`src/rtl/pll_seq_pkg.sv`:
```
package pll_seq_pkg;
  localparam int unsigned NUM_PLL  = 5;
  localparam int unsigned IDX_W    = 3;
  localparam int unsigned REFDIV_W = 6;
  localparam int unsigned FBDIV_W  = 12;
  localparam int unsigned PDIV_W   = 3;
  localparam int unsigned ADDR_W   = 4;
  localparam int unsigned DATA_W   = 16;
  localparam int unsigned INT_BIT  = 12;
  localparam int unsigned LOCK_BIT = 10;
  localparam int unsigned FB_LSB   = 0;
  localparam int unsigned PD1_LSB  = 12;
  localparam int unsigned REF_LSB  = 0;
  localparam int unsigned PD2_LSB  = 6;
  localparam logic [ADDR_W-1:0] MODE_ADDR = '0;

  typedef enum logic [2:0] {
    ST_IDLE, ST_SLOW, ST_INT, ST_DIV0, ST_DIV1, ST_POLL, ST_NORM
  } seq_state_e;

  typedef struct packed {
    logic [IDX_W-1:0]    pll;
    logic [REFDIV_W-1:0] refdiv;
    logic [FBDIV_W-1:0]  fbdiv;
    logic [PDIV_W-1:0]   pd1;
    logic [PDIV_W-1:0]   pd2;
  } pll_req_t;

  function automatic logic [3:0] mode_pos(logic [IDX_W-1:0] idx);
    case (idx)
      3'd0:    return 4'd0;
      3'd1:    return 4'd1;
      3'd2:    return 4'd4;
      3'd3:    return 4'd8;
      default: return 4'd12;
    endcase
  endfunction

  // word 0 at 1+2*idx, word 1 at 2+2*idx
  function automatic logic [ADDR_W-1:0] ctl_addr(logic [IDX_W-1:0] idx, logic word);
    return ADDR_W'({idx, word}) + ADDR_W'(1);
  endfunction
endpackage

```
`src/rtl/pll_req_check.sv`:
```
module pll_req_check
  import pll_seq_pkg::*;
#(
  parameter int unsigned REF_MHZ     = 24,
  parameter int unsigned VCO_MIN_MHZ = 800,
  parameter int unsigned VCO_MAX_MHZ = 3200,
  parameter int unsigned OUT_MIN_MHZ = 16,
  parameter int unsigned OUT_MAX_MHZ = 3200,
  parameter int unsigned FB_MIN      = 16,
  parameter int unsigned FB_MAX      = 3200
) (
  input  pll_req_t req_i,
  output logic     legal_o
);
  localparam int unsigned CW = 32;

  logic [CW-1:0] vco_x_ref;  // VCO * refdiv, in MHz
  logic [CW-1:0] ref_w, div_all, fb_w;
  logic          fields_ok, vco_ok, out_ok;

  always_comb begin
    fb_w      = CW'(req_i.fbdiv);
    ref_w     = CW'(req_i.refdiv);
    div_all   = ref_w * CW'(req_i.pd1) * CW'(req_i.pd2);
    vco_x_ref = CW'(REF_MHZ) * fb_w;
    fields_ok = (CW'(req_i.pll) < CW'(NUM_PLL)) && (req_i.refdiv != '0) &&
                (req_i.pd1 != '0) && (req_i.pd2 != '0) &&
                (fb_w >= CW'(FB_MIN)) && (fb_w <= CW'(FB_MAX));
    // cross-multiplied bounds avoid any divider
    vco_ok    = (vco_x_ref >= CW'(VCO_MIN_MHZ) * ref_w) &&
                (vco_x_ref <= CW'(VCO_MAX_MHZ) * ref_w);
    out_ok    = (vco_x_ref >= CW'(OUT_MIN_MHZ) * div_all) &&
                (vco_x_ref <= CW'(OUT_MAX_MHZ) * div_all);
    legal_o   = fields_ok && vco_ok && out_ok;
  end
endmodule

```
`src/rtl/pll_step_decode.sv`:
```
module pll_step_decode
  import pll_seq_pkg::*;
(
  input  seq_state_e        state_i,
  input  pll_req_t          req_i,
  output logic              we_o,
  output logic [ADDR_W-1:0] addr_o,
  output logic [DATA_W-1:0] mask_o,
  output logic [DATA_W-1:0] val_o
);
  logic [DATA_W-1:0] mode_bit;
  logic [ADDR_W-1:0] w0_addr, w1_addr;

  always_comb begin
    mode_bit = DATA_W'(1) << mode_pos(req_i.pll);
    w0_addr  = ctl_addr(req_i.pll, 1'b0);
    w1_addr  = ctl_addr(req_i.pll, 1'b1);
    we_o     = 1'b0;
    addr_o   = MODE_ADDR;
    mask_o   = '0;
    val_o    = '0;
    unique case (state_i)
      ST_SLOW: begin
        we_o = 1'b1; mask_o = mode_bit;
      end
      ST_INT: begin
        we_o = 1'b1; addr_o = w1_addr;
        mask_o = DATA_W'(1) << INT_BIT; val_o = mask_o;
      end
      ST_DIV0: begin
        we_o   = 1'b1; addr_o = w0_addr;
        mask_o = (((DATA_W'(1) << FBDIV_W) - DATA_W'(1)) << FB_LSB) |
                 (((DATA_W'(1) << PDIV_W) - DATA_W'(1)) << PD1_LSB);
        val_o  = (DATA_W'(req_i.fbdiv) << FB_LSB) | (DATA_W'(req_i.pd1) << PD1_LSB);
      end
      ST_DIV1: begin
        we_o   = 1'b1; addr_o = w1_addr;
        mask_o = (((DATA_W'(1) << REFDIV_W) - DATA_W'(1)) << REF_LSB) |
                 (((DATA_W'(1) << PDIV_W) - DATA_W'(1)) << PD2_LSB);
        val_o  = (DATA_W'(req_i.refdiv) << REF_LSB) | (DATA_W'(req_i.pd2) << PD2_LSB);
      end
      ST_POLL: addr_o = w1_addr;
      ST_NORM: begin
        we_o = 1'b1; mask_o = mode_bit; val_o = mode_bit;
      end
      default: ;
    endcase
  end
endmodule

```
`src/rtl/pll_lock_timer.sv`:
```
module pll_lock_timer #(
  parameter int unsigned LIMIT = 64
) (
  input  logic clk_i,
  input  logic rst_ni,
  input  logic run_i,
  output logic expired_o
);
  localparam int unsigned CNT_W = $clog2(LIMIT + 1);
  logic [CNT_W-1:0] cnt_q;

  assign expired_o = run_i && (cnt_q == CNT_W'(LIMIT - 1));

  always_ff @(posedge clk_i or negedge rst_ni) begin
    if (!rst_ni)        cnt_q <= '0;
    else if (!run_i)    cnt_q <= '0;
    else if (!expired_o) cnt_q <= cnt_q + CNT_W'(1);
  end
endmodule

```
`src/rtl/pll_reprog_seq.sv`:
```
module pll_reprog_seq
  import pll_seq_pkg::*;
#(
  parameter int unsigned REF_MHZ      = 24,
  parameter int unsigned VCO_MIN_MHZ  = 800,
  parameter int unsigned VCO_MAX_MHZ  = 3200,
  parameter int unsigned OUT_MIN_MHZ  = 16,
  parameter int unsigned OUT_MAX_MHZ  = 3200,
  parameter int unsigned FB_MIN       = 16,
  parameter int unsigned FB_MAX       = 3200,
  parameter int unsigned LOCK_TIMEOUT = 64
) (
  input  logic                clk_i,
  input  logic                rst_ni,
  input  logic                req_valid_i,
  input  logic [IDX_W-1:0]    req_pll_i,
  input  logic [REFDIV_W-1:0] req_refdiv_i,
  input  logic [FBDIV_W-1:0]  req_fbdiv_i,
  input  logic [PDIV_W-1:0]   req_pd1_i,
  input  logic [PDIV_W-1:0]   req_pd2_i,
  output logic [ADDR_W-1:0]   rd_addr_o,
  input  logic [DATA_W-1:0]   rd_data_i,
  output logic                wr_en_o,
  output logic [ADDR_W-1:0]   wr_addr_o,
  output logic [DATA_W-1:0]   wr_data_o,
  output logic                busy_o,
  output logic                done_o,
  output logic                err_illegal_o,
  output logic                err_timeout_o
);
  seq_state_e        state_q;
  pll_req_t          req_in, req_q;
  logic              legal, expired, locked;
  logic [ADDR_W-1:0] step_addr;
  logic [DATA_W-1:0] step_mask, step_val;
  logic              done_q, ill_q, to_q;

  assign req_in = '{pll: req_pll_i, refdiv: req_refdiv_i, fbdiv: req_fbdiv_i,
                    pd1: req_pd1_i, pd2: req_pd2_i};

  pll_req_check #(
    .REF_MHZ(REF_MHZ), .VCO_MIN_MHZ(VCO_MIN_MHZ), .VCO_MAX_MHZ(VCO_MAX_MHZ),
    .OUT_MIN_MHZ(OUT_MIN_MHZ), .OUT_MAX_MHZ(OUT_MAX_MHZ),
    .FB_MIN(FB_MIN), .FB_MAX(FB_MAX)
  ) u_check (
    .req_i(req_in), .legal_o(legal)
  );

  pll_step_decode u_decode (
    .state_i(state_q), .req_i(req_q), .we_o(wr_en_o),
    .addr_o(step_addr), .mask_o(step_mask), .val_o(step_val)
  );

  pll_lock_timer #(.LIMIT(LOCK_TIMEOUT)) u_timer (
    .clk_i(clk_i), .rst_ni(rst_ni),
    .run_i(state_q == ST_POLL), .expired_o(expired)
  );

  assign rd_addr_o     = step_addr;
  assign wr_addr_o     = step_addr;
  assign wr_data_o     = (rd_data_i & ~step_mask) | (step_val & step_mask);
  assign locked        = rd_data_i[LOCK_BIT];
  assign busy_o        = (state_q != ST_IDLE);
  assign done_o        = done_q;
  assign err_illegal_o = ill_q;
  assign err_timeout_o = to_q;

  always_ff @(posedge clk_i or negedge rst_ni) begin
    if (!rst_ni) begin
      state_q <= ST_IDLE;
      req_q   <= '0;
      done_q  <= 1'b0;
      ill_q   <= 1'b0;
      to_q    <= 1'b0;
    end else begin
      done_q <= 1'b0;
      ill_q  <= 1'b0;
      to_q   <= 1'b0;
      unique case (state_q)
        ST_IDLE: if (req_valid_i) begin
          if (legal) begin
            req_q   <= req_in;
            state_q <= ST_SLOW;
          end else begin
            ill_q <= 1'b1;
          end
        end
        ST_SLOW: state_q <= ST_INT;
        ST_INT:  state_q <= ST_DIV0;
        ST_DIV0: state_q <= ST_DIV1;
        ST_DIV1: state_q <= ST_POLL;
        ST_POLL: begin
          if (locked) state_q <= ST_NORM;
          else if (expired) begin
            to_q    <= 1'b1;
            state_q <= ST_IDLE;
          end
        end
        ST_NORM: begin
          done_q  <= 1'b1;
          state_q <= ST_IDLE;
        end
        default: state_q <= ST_IDLE;
      endcase
    end
  end
endmodule

```
`config.mk`:
```
export PLATFORM = sky130hd
export DESIGN_NAME = pll_reprog_seq
export DESIGN_NICKNAME = d
export VERILOG_FILES = /design/src/rtl/pll_seq_pkg.sv /design/src/rtl/pll_req_check.sv /design/src/rtl/pll_step_decode.sv /design/src/rtl/pll_lock_timer.sv /design/src/rtl/pll_reprog_seq.sv
export SDC_FILE = /design/constraint.sdc
export NUM_CORES = 1
export LEC_CHECK = 0
export BUFFER_PORTS_ARGS = -buffer_cell sky130_fd_sc_hd__clkbuf_2
export CAP_MARGIN = 0
export CELL_PAD_IN_SITES_DETAIL_PLACEMENT = 0
export CELL_PAD_IN_SITES_GLOBAL_PLACEMENT = 1
export CORE_UTILIZATION = 47
export CTS_CLUSTER_DIAMETER = 40
export DETAILED_ROUTE_END_ITERATION = 16
export PLACE_DENSITY = 0.88
export SYNTH_ARGS = -nofsm -noshare
export SYNTH_HDL_FRONTEND = slang
export SYNTH_HIERARCHICAL = 1
export SYNTH_SLANG_ARGS = --single-unit
```
`constraint.sdc`:
```
create_clock -name clk_i -period 3 [get_ports clk_i]
set_input_delay 0.6 -clock clk_i [delete_from_list [all_inputs] [get_ports clk_i]]
set_output_delay 0.6 -clock clk_i [all_outputs]
set_load 0.03 [all_outputs]
```
==> flow_summary.json <==
{
  "cts_buffer_depth": 2,
  "dp_hpwl_um": 14300,
  "cts_hold_buf": 0,
  "drt_wl_total_um": 18600,
  "io_pins": 75,
  "nFillCells": 1095,
  "ant_nets": 0,
  "cts_buffers": 5,
  "status": "complete, but fails checks",
  "synth_enable_flop_cells": 0,
  "fin_skew_ps": 7.44,
  "critical_path.max_stage_delay_ps": 550,
  "worst_pin_slew_ps": 1010,
  "worstSetupEndpointType": "flip-flop",
  "htree_num_levels": 2,
  "first_global_vias": 6162,
  "async_reset_ff_share_pct": 100,
  "viasPerCell": 5.34,
  "start_util_pct": 48.3,
  "vias": 6328,
  "cts_tree": "built",
  "r2r_start": "state_q[1]$_DFFE_PN0P_",
  "cp_slowest_cell": "fa_1",
  "setup-violations-final": 29,
  "grt_max_degree": 41,
  "synth_cell_types": 80,
  "dr.pass1.iters": 5,
  "period_share_pct": 247,
  "die_width_um": 124,
  "antenna_found_initial": 0,
  "insertion_delay_ps": 280,
  "hold_viol_final": 0,
  "critPathLaunch": "req_pd1_i[0]",
  "placed_cells": 1155,
  "arrival_ps": 7570,
  "cts_num_sinks": 40,
  "gr-total-overflow": 0,
  "grt_pass1_wl_um": 29600,
  "finalInstanceArea_um2": 9660,
  "slew_headroom_pct": 32.9,
  "slew_violations": 0,
  "crit_type": "in -> reg",
  "synthToLayoutAreaGrowth_pct": 37.0,
  "p_leak_nw": 5.02,
  "hp-class": "in -> async",
  "synth_cells": 776,
  "diodes": 0,
  "finalPower_mw": 10.4,
  "worst_slack_ps": -4400,
  "cp_max_fo": 6,
  "place_congestion": 0.871,
  "place_ws_ps": -5010,
  "drt_iter0_markers": 306,
  "fin_nets": 1220,
  "ys_seq_elements": 40,
  "drcViolationCount": 0,
  "fin_crit_ps": 7400,
  "power_density_nw_per_um2": 1080,
  "maxCapViolCount": 0,
  "final_common_cell": "buf_4",
  "final_cell_mix": "161 x buf_4, 126 x ha_1, 86 x inv_1",
  "ys_dominant_reg_cell": "dfrtp_1",
  "startpoint_type": "input pin",
  "post_drt_wl_per_cell_um": 15.7,
  "root_buffer": "clkbuf_16",
  "finalNonFillerCells": 1184,
  "die_area_um2": 15500,
  "fp.dieH_um": 124,
  "numPortBuffers": 74,
  "syn_avg_cell_area_um2": 9.09,
  "grt_usage_pct": 23.1,
  "num_rows": 44,
  "violations": "negative setup slack",
  "drive_gt1_share_pct": 40.0,
  "cp_data_required_time_ps": 3170,
  "yosysSeqAreaShare_pct": 14.2,
  "ir_drop_mv": 1.28,
  "setup_tns_ps": -126850,
  "coreArea_um2": 14600,
  "syn-cell-area_um2": 7050,
  "placed_cell_area_um2": 8740,
  "clock.fmax_mhz": 135,
  "ys_warn_count": 6,
  "rsz0062_at_grt": "yes",
  "clk_pin_slew_ps": 60
}
final timing paths:
kind | depth (start not counted) | to | slack, ps
min in group clk_i | 1 | req_q[16]$_DFFE_PN0P_ | 510
worst max-delay path | 34 | req_q[13]$_DFFE_PN0P_ | -4400
max in group asynchronous | 1 | req_q[22]$_DFFE_PN0P_ | 1900
worst min register to register | 1 | req_q[16]$_DFFE_PN0P_ | 510
worst max register to register | 5 | state_q[0]$_DFFE_PN0P_ | 920
worst min-delay path | 1 | req_q[1]$_DFFE_PN0P_ | 490
per-layer routing:
metal / GRT usage, % / wire length [um] / vias to the layer above
met5: 0 / 0 / -
met4: 5.81 / 473 / 0
met3: 1.72 / 501 / 30
met2: 40.0 / 9080 / 128
met1: 30.9 / 8510 / 3010
li1: - / - / 3160
through the flow:
stage / hold slack [ps] / utilization, %
floorplan: 304 / -
global placement: 493 / 59.9
detailed placement: 499 / 59.9
CTS: 509 / 63.9
global route: 522 / 66.2
finish: 486 / 66.2
cell usage after synthesis, drive strengths merged, types with 9 or more instances:
| cell | instances | area share [%] |
|---|---|---|
| nand3 | 20 | 1.4 |
| mux2 | 46 | 8.4 |
| buf | 23 | 2.6 |
| inv | 92 | 4.9 |
| mux2i | 9 | 1.3 |
| xor2 | 19 | 2.5 |
| nor2b | 16 | 1.4 |
| nor2 | 15 | 1.0 |
| nor3 | 10 | 0.78 |
| xnor2 | 17 | 2.1 |
| a21oi | 41 | 3.4 |
| ha | 153 | 27 |
| fa | 22 | 6.2 |
| dfrtp | 40 | 14 |
| nand2 | 60 | 3.2 |
| nand2b | 10 | 0.92 |
| and2 | 21 | 1.9 |
| and3 | 10 | 0.90 |
| a21o | 18 | 1.9 |
| o21ai | 38 | 2.7 |
worst max-delay path, delay by kind of cell:
kind / cells / cell delay (ps)
compound gates: 6 / 1490
xor+xnor: 3 / 530
fa+ha+maj: 8 / 2900
buf+inv: 8 / 930
mux: 1 / 300
simple gates: 8 / 810
cell families (layout without fill, tap and decap cells):
kind of cell	after synthesis	after routing	synth area share, %
multiplexers	55	55	9.69
AND/OR/NAND/NOR	196	196	15.8
AO/OA/AOI/OAI	152	152	14.5
other	1	2	0.0532
XOR/XNOR	36	36	4.58
flip-flops	40	40	14.2
adder cells (fa/ha/maj)	175	175	33.4
buffers and inverters	121	344	7.82
area by class of cell:
type | count | area [um^2] | share of cell area, %
Timing Repair Buffer | 244 | 1780 | 18.4
Clock buffer | 5 | 125 | 1.30
Multi-Input combinational cell | 616 | 6130 | 63.5
Tap cell | 184 | 230 | 2.38
Sequential cell | 40 | 1000 | 10.4
Clock inverter | 3 | 47.5 | 0.492
Inverter | 92 | 345 | 3.58
registers in the layout, summed over array words and instances, names as in the netlist:
name / cells
req_q: 27
state_q: 3
u_timer/cnt_q: 7
err_illegal_o: 1
done_o: 1
err_timeout_o: 1
power by group:
part | total, mW | switching (mW) | internal (mW)
Combinational | 8.86 | 4.37 | 4.49
Clock | 0.609 | 0.214 | 0.395
Sequential | 0.940 | 0.202 | 0.738
timing repair:
| item | 4_1_cts | 5_1_grt |
|---|---|---|
| pin swaps | 36 | 46 |
| endpoints found under the setup margin | 29 | 34 |
| buffers inserted | 16 | 8 |
| cloned | 1 | 0 |
| gates resized for setup | 50 | 52 |
(Power assumes the default switching activity.)
